--- src/rtl/lcenc_pkg.sv ---
package lcenc_pkg;

    localparam int MODE_W = 2;

    typedef enum logic [MODE_W-1:0] {
        LM_MANCH   = 2'b00,
        LM_BIPHASE = 2'b01,
        LM_NRZ     = 2'b10,
        LM_DIRECT  = 2'b11
    } line_mode_e;

    typedef struct packed {
        logic busy;   // a bit is in flight
        logic phase;  // 0: first half, 1: second half
    } pace_state_t;

    // Level (before polarity) for the first half of a bit
    function automatic logic first_level(line_mode_e m, logic b, logic prev);
        case (m)
            LM_BIPHASE: return ~prev;
            default:    return b;
        endcase
    endfunction

    // Level (before polarity) for the second half of a bit
    function automatic logic second_level(line_mode_e m, logic b, logic first);
        case (m)
            LM_MANCH:   return ~b;
            LM_BIPHASE: return b ? ~first : first;
            default:    return first;
        endcase
    endfunction

endpackage

--- src/rtl/lcenc_pacer.sv ---
module lcenc_pacer
    import lcenc_pkg::*;
(
    input  logic clk,
    input  logic rst,
    input  logic half_tick,
    input  logic bit_valid,
    input  logic stall,
    output logic bit_ready,
    output logic accept,
    output logic mid_step,
    output logic idle_step
);
    pace_state_t st_q;
    logic        boundary_tick;

    assign boundary_tick = half_tick && (!st_q.busy || st_q.phase);
    assign bit_ready     = boundary_tick && !stall;
    assign accept        = bit_ready && bit_valid;
    assign mid_step      = half_tick && st_q.busy && !st_q.phase;
    assign idle_step     = boundary_tick && !accept;

    always_ff @(posedge clk) begin
        if (rst) begin
            st_q <= '0;
        end else if (boundary_tick) begin
            st_q.busy  <= accept;
            st_q.phase <= 1'b0;
        end else if (mid_step) begin
            st_q.phase <= 1'b1;
        end
    end


    ready_on_tick_chk: assert property (@(posedge clk) disable iff (rst)
        bit_ready |-> half_tick);

endmodule

--- src/rtl/lcenc_shaper.sv ---
module lcenc_shaper
    import lcenc_pkg::*;
(
    input  logic       clk,
    input  logic       rst,
    input  line_mode_e mode,
    input  logic       accept,
    input  logic       bit_in,
    input  logic       mid_step,
    input  logic       idle_step,
    output logic       raw_level
);
    logic cur_bit_q;
    logic level_q;

    always_ff @(posedge clk) begin
        if (rst) begin
            cur_bit_q <= 1'b0;
            level_q   <= 1'b0;
        end else if (accept) begin
            cur_bit_q <= bit_in;
            level_q   <= first_level(mode, bit_in, level_q);
        end else if (mid_step) begin
            level_q   <= second_level(mode, cur_bit_q, level_q);
        end else if (idle_step) begin
            level_q   <= 1'b0;
        end
    end

    assign raw_level = level_q;

endmodule

--- src/rtl/line_code_encoder.sv ---
module line_code_encoder
    import lcenc_pkg::*;
(
    input  logic              clk,
    input  logic              rst,
    input  logic              half_tick,
    input  logic              bit_valid,
    input  logic              bit_data,
    output logic              bit_ready,
    input  logic [MODE_W-1:0] mode,
    input  logic              pol,
    input  logic              direct_in,
    output logic              code_out
);
    line_mode_e mode_e;
    logic       is_direct;
    logic       accept;
    logic       mid_step;
    logic       idle_step;
    logic       raw_level;

    assign mode_e    = line_mode_e'(mode);
    assign is_direct = (mode_e == LM_DIRECT);

    lcenc_pacer u_pacer (
        .clk       (clk),
        .rst       (rst),
        .half_tick (half_tick),
        .bit_valid (bit_valid),
        .stall     (is_direct),
        .bit_ready (bit_ready),
        .accept    (accept),
        .mid_step  (mid_step),
        .idle_step (idle_step)
    );

    lcenc_shaper u_shaper (
        .clk       (clk),
        .rst       (rst),
        .mode      (mode_e),
        .accept    (accept),
        .bit_in    (bit_data),
        .mid_step  (mid_step),
        .idle_step (idle_step),
        .raw_level (raw_level)
    );

    assign code_out = (is_direct ? direct_in : raw_level) ^ pol;


    manch_mid_edge_chk: assert property (@(posedge clk) disable iff (rst)
        (mid_step && mode_e == LM_MANCH) |=> (raw_level != $past(raw_level)));


    nrz_mid_hold_chk: assert property (@(posedge clk) disable iff (rst)
        (mid_step && mode_e == LM_NRZ) |=> $stable(raw_level));


    biphase_start_edge_chk: assert property (@(posedge clk) disable iff (rst)
        (accept && mode_e == LM_BIPHASE) |=> (raw_level != $past(raw_level)));


    idle_low_chk: assert property (@(posedge clk) disable iff (rst)
        idle_step |=> !raw_level);


    direct_stall_chk: assert property (@(posedge clk) disable iff (rst)
        (mode_e == LM_DIRECT) |-> !bit_ready);

endmodule

--- config.mk ---
export PLATFORM = sky130hd
export DESIGN_NAME = line_code_encoder
export DESIGN_NICKNAME = d
export VERILOG_FILES = /design/src/rtl/lcenc_pkg.sv /design/src/rtl/lcenc_pacer.sv /design/src/rtl/lcenc_shaper.sv /design/src/rtl/line_code_encoder.sv
export SDC_FILE = /design/constraint.sdc
export NUM_CORES = 1
export LEC_CHECK = 0
export BUFFER_PORTS_ARGS = -buffer_cell sky130_fd_sc_hd__buf_2
export CORE_AREA = 2 2 39 41
export CTS_BUF_LIST = sky130_fd_sc_hd__clkbuf_16
export CTS_CLUSTER_DIAMETER = 200
export DETAILED_ROUTE_END_ITERATION = 10
export DIE_AREA = 0 0 41 43
export MAX_ROUTING_LAYER = met4
export SYNTH_ARGS = -nofsm -noshare
export SYNTH_HDL_FRONTEND = slang
export SYNTH_SLANG_ARGS = --single-unit
--- constraint.sdc ---
create_clock -name clk -period 1.6 [get_ports clk]
set_input_delay 0.16 -clock clk [delete_from_list [all_inputs] [get_ports clk]]
set_output_delay 0.16 -clock clk [all_outputs]
set_load 0.1 [all_outputs]
== Yosys cells after proc, flatten, opt, wreduce, memory -nomap -nowiden ==
Cells that the tools add are included.
W data, S select, Z words.

* Logic and storage cells: 33
* Output and inout port bits: 2
* Bits of input ports: 9
* Flip-flop bits (word level): 4

* Mux-type cells: 7
* Bitwise operators: 3
* Reductions and logical operators: 15
* Equal/unequal tests: 4

{| class="wikitable"
|+ Operator list
! cell !! count
|-
| $logic_and A1 B1 Y1 || 6
|-
| $mux W1 || 6
|-
| $logic_not A1 Y1 || 4
|-
| $ne A4 B1 Y1 const B || 1
|-
| $ne A4 B3 Y1 const B || 1
|-
| $reduce_and A3 Y1 || 1
|-
| $reduce_bool A3 Y1 || 1
|-
| $eq A2 B1 Y1 const B || 1
|-
| $eq A2 B2 Y1 const B || 1
|-
| $logic_not A2 Y1 || 1
|-
| $not A1 Y1 || 2
|-
| $pmux W1 S2 || 1
|-
| $reduce_or A2 Y1 || 1
|-
| $logic_or A1 B1 Y1 || 1
|-
| $xor A1 B1 Y1 || 1
|}

== Longest topological paths before layout ==
Gate-level depths: netlist of the first run.

* Depth after elaboration: 10
* Gate-level depth with buffers: 4
* Depth with buffers taken out: 4

== By module ==
Synthesis of the first run repeated with hierarchy kept, for this count alone.

* Cell total of the unflattened synthesis: 34
* Area total of the unflattened synthesis: 319.1 sq um

{| class="wikitable"
|+ By module, submodules not included
! module !! area an instance (sq um) !! sequential area each (sq um) !! instances !! cells an instance
|-
| lcenc_shaper || 153.9 || 40.0 || 1 || 17
|-
| lcenc_pacer || 137.6 || 40.0 || 1 || 14
|-
| line_code_encoder || 27.5 || 0.0 || 1 || 3
|}

== Worst setup path before layout of the first run ==
Ideal clock, no wire load.

* Path type: register -> output
* From: register u_shaper.level_q, in the netlist u_shaper.raw_level
* To: output code_out
* Slack: -0.560 ns
* Arrival time: 2.000 ns
* Data required time: 1.440 ns
* Buffers on the path: 0
* Stages on the path, launching flop included: 3
* Path through: dfxtp_1 -> mux2i_1 -> xnor2_1

* Cells in the longest elaborated chain, start to end: 2

{| class="wikitable"
|+ Ends and longest elaborated chain
! item !! line !! source
|-
| start, declared || lcenc_shaper.sv:14 || <nowiki>logic level_q;</nowiki>
|-
| start signal, assigned || lcenc_shaper.sv:22 || <nowiki>level_q <= first_level(mode, bit_in, level_q);</nowiki>
|-
| start signal, assigned || lcenc_shaper.sv:24 || <nowiki>level_q <= second_level(mode, cur_bit_q, level_q);</nowiki>
|-
| $mux W1 || line_code_encoder.sv:48 || <nowiki>assign code_out = (is_direct ? direct_in : raw_level) ^ pol;</nowiki>
|-
| $xor A1 B1 Y1 || line_code_encoder.sv:48 ||
|-
| end, declared || line_code_encoder.sv:13 || <nowiki>output logic code_out</nowiki>
|}

Every way passes these cells.

== Final worst setup path of the first run ==
* From: register u_pacer.st_q[0] (netlist name)
* To: output bit_ready

* Cells in the longest elaborated chain, start to end: 3

{| class="wikitable"
|+ Ends and longest elaborated chain
! item !! line !! source
|-
| start, declared || lcenc_pacer.sv:14 || <nowiki>pace_state_t st_q;</nowiki>
|-
| $logic_or A1 B1 Y1 || lcenc_pacer.sv:17 || <nowiki>assign boundary_tick = half_tick && (!st_q.busy || st_q.phase);</nowiki>
|-
| $logic_and A1 B1 Y1 || lcenc_pacer.sv:17 ||
|-
| $logic_and A1 B1 Y1 || lcenc_pacer.sv:18 || <nowiki>assign bit_ready = boundary_tick && !stall;</nowiki>
|-
| end, declared || line_code_encoder.sv:9 || <nowiki>output logic bit_ready,</nowiki>
|}

Every way passes these cells.

==> results of run 1 <==
[layer usage]
metal	wire length (um)	part of all wire (%)	track usage, %
met5	0	0	-
met2	247	44	9.69
met4	20	3.5	8.00
met1	251	44	9.00
met3	46	8.1	3.14
[final cells by class]
type                       count  area share (%)
tap                           16            4.68
inverter                       3            2.63
clock buffer                   3            17.5
sequential                     4            18.7
multi-input combinational     21            41.2
timing repair buffer          10            15.2
[cell usage after synthesis]
cell / count
mux2_2: 1
a21oi_1: 2
nand2_1: 3
o221a_1: 1
nor3_1: 1
and3_2: 1
and2b_1: 1
nand4_4: 1
dfxtp_1: 4
inv_1: 3
nor4_2: 1
nand2b_4: 1
nor2_1: 3
a211oi_1: 1
xnor2_1: 1
mux2i_1: 3
[stage by stage]
step,hold slack [ns],area [um2],util (%)
detailed placement,0.394,353,25.5
global route,0.172,428,30.9
finish,0.158,428,30.9
floorplan,0.229,268,-
global placement,0.385,353,25.5
CTS,0.162,428,30.9
[critical path, cell delays in order (launching register included)]
cell	delay (ns)
dfxtp_1	0.33
nand2b_4	0.16
and3_2	0.18
buf_2	0.42
[power groups by stage]
stage	combinational, W	clock, W	sequential, W
3_3_place_gp	0.000119	0	0.000112
6_report	0.000119	0.000383	0.000111
2_1_floorplan	0.0000809	0	0.000111
3_5_place_dp	0.000120	0	0.000112
4_1_cts	0.000121	0.000390	0.000111
5_1_grt	0.000126	0.000395	0.000112
[worst min-delay path by stage]
| stage | endpoint | start | cells after the start |
|---|---|---|---|
| 5_1_grt | u_pacer.st_q[0] | rst | 2 |
| 4_1_cts | u_pacer.st_q[0] | rst | 2 |
| 6_report | u_pacer.st_q[0] | rst | 2 |
| 2_1_floorplan | u_pacer.st_q[1] | rst | 1 |
| 3_3_place_gp | u_pacer.st_q[0] | rst | 2 |
| 3_5_place_dp | u_shaper.cur_bit_q | rst | 2 |
[cells by family after synthesis]
family / synth area share, %
simple gates: 34.6
xor+xnor: 3.37
compound gates: 11.1
mux: 15.9
buf+inv: 4.33
flops: 30.8
[state kept, by name, indices dropped and copies added, names as in the netlist]
register            cells
u_shaper.raw_level      1
u_pacer.st_q            2
u_shaper.cur_bit_q      1
==> metrics.md, run 1 <==
| Metric | Value |
|---|---|
| Combinational fraction of design power | `19.4%` |
| Fill count | `142` |
| Vias per std cell | `between 4 and 5` |
| WL/cell | `9.91 um` |
| Max H-tree Level | `1` |
| Setup TNS | `0 ns` |
| Final worst-path setup slack | `between 0.1 and 0.15 ns` |
| Worst-Skew Late Latency | `0.22 ns` |
| Critical path class | `flop to output port` |
| Worst Max-Slew Pin Slew | `0.488 ns` |
| R2R setup slack | `0.37 ns` |
| Clock tree root driver cell | `clkbuf_16` |
| Area Growth Syn to Fin | `64.4%` |
| Setup crit start kind | `flop` |
| Setup bufs post-CTS | `0` |
| Most frequent cells in the layout | `buf_2, dfxtp_1` |
| Final Max Slew Viols | `0` |
| Die area | `1760 um2` |
| Relative max-transition margin | `67.7%` |
| Clock power frac | `62.5%` |
| Via count | `238` |
| Antenna viol nets, final | `0` |
| RSZ-0062 raised after global routing | `no` |
| Largest net degree at the start of global routing | `7` |
| Status | `completed` |
| Placed insts | `54` |
| GP Congestion | `0.648` |
| Power per cell area | `roughly 1400 nW/um2` |
| Die Span Y | `43 um` |
| Net Count, Synth | `37` |
| DRC Markers | `0` |
| Clock slew at reported path FFs | `0.03 ns` |
| Routed WL | `565 um` |
| F_max | `678 MHz` |
| Post-synthesis cell count | `28` |
| HPWL after DPL | `roughly 460 um` |
| Port Buffers | `10` |
| Clock sinks | `4` |
| Sw Pwr | `0.000143 W` |
| Endpoints failing setup | `0` |
| Remaining global-route overflow | `0` |
| Setup crit end kind | `output port` |
| FF-to-FF Start | `u_pacer.st_q[0]` |
| Share of layout cells above drive strength 1 | `between 40% and 50%` |
| Count of different cell masters after synthesis | `16` |
| CP endpoint | `bit_ready` |
| R2r endpoint | `u_shaper.raw_level` |
| Power Internal | `0.000470 W` |
| First-pass GRT wire length | `about 860 um` |
| Register bit count reported by yosys | `4` |
| Storage cell area | `80.1 um2` |
| Hold_buf cts | `0` |
| Design Power | `0.000613 W` |
| LEAKAGE | `0.185 nW` |
| GRT Total Usage | `under 10%` |
| Number of global-route vias before repair | `238` |
| Tmin final | `1.47 ns` |
| Worst slack, placed | `between 0.3 and 0.4 ns` |
| Core Region | `between 1000 and 1500 um2` |
| Initial Utilization | `18.8%` |
| Synthesized area | `260 um2` |
| Final hold violation count | `0` |
| Resized Gates After CTS | `0` |
| Synth warn | `0` |
| Worst EP required | `1.44 ns` |
| TritonCTS clock tree | `yes` |
| Pre-Repair DR Iteration Count | `1` |
| Row count | `14` |
| Non-filler instance count after layout | `57` |
| Flop pwr share | `18.1%` |
| Dominant cells by area after synthesis | `dfxtp_1, mux2i_1, nand4_4, nand2b_4, nor4_2` |
| Die width | `41 um` |
| Final nets | `between 50 and 60` |
| Max_cap viols | `0` |
| Critical path launch point | `u_pacer.st_q[0]` |
| Initial antenna violation count | `0` |
| Total CTS buffers | `3` |
| CTS Buffer Depth | `2` |
| Skew final | `between 0.00005 and 0.00006 ns` |
| Area occupied by multi-input gates | `176 um2` |
| Register-to-Register Path Depth | `4` |
| Final worst-path cycle share | `92.1%` |
| Area share of the largest cell type after synthesis | `30.8%` |
| Mapped Avg Cell Area | `9.29 um2` |
| Worst Hold Class | `input pin to flop` |
| Switching part of the total | `23.3%` |
| Sequential cell area fraction in the yosys report | `30.8%` |
| Number of diodes | `0` |
| Max VDD drop | `0.589 mV` |
| Starting DRT DRC Count | `0` |
| Leading area contributor after synthesis | `dfxtp_1` |
| Most common cell after layout, fill and taps aside | `buf_2` |
| I/O Pins | `11` |
| Critical Path Fanout Max | `5` |
| CP arrival | `1.31 ns` |
No activity file was read; power rests on OpenSTA's default activity.
==> inputs of run 2 (changes only) <==
--- a/config.mk
+++ b/config.mk
@@ -12,6 +12,8 @@
 export DETAILED_ROUTE_END_ITERATION = 10
 export DIE_AREA = 0 0 41 43
 export MAX_ROUTING_LAYER = met4
+export PLACE_DENSITY = 0.48
+export REMOVE_ABC_BUFFERS = 1
 export SYNTH_ARGS = -nofsm -noshare
 export SYNTH_HDL_FRONTEND = slang
 export SYNTH_SLANG_ARGS = --single-unit
==> run 2 against run 1 <==
Effect of this change:
- power increased by 0.48%
- final cell count stayed put
- clock power is 2% higher
- via count is 1.3% higher
- sequential power about the same
- critical endpoint unchanged
- largest power group unchanged
- highest routed layer is now met3
==> metrics.md, run 2 (same netlist as run 1, synthesis figures left out) <==
| Metric | Value |
|---|---|
| Die area | `1760 um2 (unchanged)` |
| GRT Total Usage | `8.22% (was 7.92%)` |
| Skew final | `0.00227 ns (was 0.0000592 ns)` |
| F_max | `684 MHz (was 678 MHz)` |
| Largest Register | `u_pacer.st_q (unchanged)` |
| RSZ-0062 raised after global routing | `no (unchanged)` |
| Max VDD drop | `0.551 mV (was 0.589 mV)` |
| Most common cell after layout, fill and taps aside | `buf_2 (unchanged)` |
| Initial antenna violation count | `0 (unchanged)` |
| Number of global-route vias before repair | `226 (was 238)` |
| Worst slack, placed | `0.359 ns (was 0.340 ns)` |
| HPWL after DPL | `433 um (was 463 um)` |
| Hold_buf cts | `0 (unchanged)` |
| Most frequent cells in the layout | `buf_2, dfxtp_1 (unchanged)` |
| Worst EP required | `1.44 ns (about the same)` |
| Post-layout util | `30.4% (was 30.9%)` |
| Setup crit start kind | `flop (unchanged)` |
| Final worst-path cycle share | `91.4% (was 92.1%)` |
| GP Congestion | `0.654 (was 0.648)` |
| Final Max Slew Viols | `0 (unchanged)` |
| Worst Max-Slew Pin Slew | `0.483 ns (was 0.488 ns)` |
| Largest net degree at the start of global routing | `7 (unchanged)` |
| Worst-Skew Late Latency | `0.22 ns (about the same)` |
| Area Growth Syn to Fin | `61.5% (was 64.4%)` |
| Worst Hold Class | `input pin to flop (unchanged)` |
| Port Buffers | `10 (unchanged)` |
| Routed WL | `553 um (was 565 um)` |
| Share of layout cells above drive strength 1 | `43.9% (was 46.3%)` |
| Final hold slack | `0.150 ns (was 0.158 ns)` |
| Pre-Repair DR Iteration Count | `2 (was 1)` |
| Max reg flops | `2 (unchanged)` |
| Resized Gates After CTS | `0 (unchanged)` |
| Antenna viol nets, final | `0 (unchanged)` |
| TritonCTS clock tree | `yes (unchanged)` |
| Setup bufs post-CTS | `0 (unchanged)` |
| Max_cap viols | `0 (unchanged)` |
| Initial Utilization | `18.8% (unchanged)` |
| Endpoints failing setup | `0 (unchanged)` |
| Setup crit end kind | `output port (unchanged)` |
| Critical path class | `flop to output port (unchanged)` |
| Final nets | `52 (unchanged)` |
| Clock slew at reported path FFs | `0.03 ns (about the same)` |
| Final hold violation count | `0 (unchanged)` |
| Core Region | `1380 um2 (unchanged)` |
| Row count | `14 (unchanged)` |
| Vias per std cell | `4.23 (was 4.18)` |
| Number of diodes | `0 (unchanged)` |
| Die width | `41 um (unchanged)` |
| Die Span Y | `43 um (unchanged)` |
| Max H-tree Level | `1 (unchanged)` |
| Status | `completed (unchanged)` |
| Clock tree root driver cell | `clkbuf_16 (unchanged)` |
| LEAKAGE | `0.179 nW (was 0.185 nW)` |
| DRC Markers | `0 (unchanged)` |
| Via count | `241 (was 238)` |
| CP arrival | `1.30 ns (was 1.31 ns)` |
| Total CTS buffers | `3 (unchanged)` |
| Critical Path Fanout Max | `5 (unchanged)` |
| Starting DRT DRC Count | `4 (was 0)` |
| Relative max-transition margin | `68.0% (was 67.7%)` |
| Power per cell area | `1470 nW/um2 (was 1430 nW/um2)` |
| WL/cell | `9.70 um (was 9.91 um)` |
| Clock sinks | `4 (unchanged)` |
| CTS Buffer Depth | `2 (unchanged)` |
| R2R setup slack | `0.37 ns (about the same)` |
| First-pass GRT wire length | `897 um (was 862 um)` |
| Final worst-path setup slack | `0.137 ns (was 0.126 ns)` |
| Remaining global-route overflow | `0 (unchanged)` |
| Tmin final | `1.46 ns (was 1.47 ns)` |
| I/O Pins | `11 (unchanged)` |
run 2: report_power, final:
part / total (W) / internal [W] / leakage (nW) / switching [W]
logic: 0.000115 / 0.0000427 / 0.109 / 0.0000725
registers: 0.000111 / 0.000106 / 0.0327 / 0.00000485
clock network: 0.000390 / 0.000319 / 0.0370 / 0.0000703
run 2: routing by layer:
layer | global-route usage (%) | routed length [um] | vias up
met4 | 8.00 | 0 | 0
met2 | 10.9 | 258 | 8
met5 | - | 0 | -
met1 | 8.65 | 252 | 109
li1 | - | - | 124
met3 | 3.14 | 42 | 0
run 2: final cells by class:
type | count | area, um2
clock buffers | 3 | 75.1
repair buffers | 10 | 65.1
well taps | 16 | 20.0
fillers | 152 | 963
inverters | 3 | 11.3
multi-input cells | 21 | 169
flip-flops and latches | 4 | 80.1
run 2: path summary, 6_finish.rpt:
check / startpoint / to / cells past startpoint
setup / recovery: u_pacer.st_q[0] / bit_ready / 3
hold / removal: rst / u_pacer.st_q[0] / 2
setup reg to reg: u_pacer.st_q[0] / u_shaper.raw_level / 4
hold reg to reg: u_shaper.cur_bit_q / u_shaper.cur_bit_q / 2
run 2: metrics by stage:
stage	TNS, ns	instance area, um2	power (W)	instances
CTS	0	420	0.000625	57
global placement	0	345	0.000228	54
global route	0	420	0.000639	57
detailed placement	0	345	0.000229	54
finish	0	420	0.000616	57
floorplan	-0.560	260	0.000189	28
run 2: worst max-delay path, cell delays in order, from the launching register on:
cell,delay (ns)
dfxtp_1,0.33
nand2b_4,0.16
and3_2,0.17
buf_2,0.41
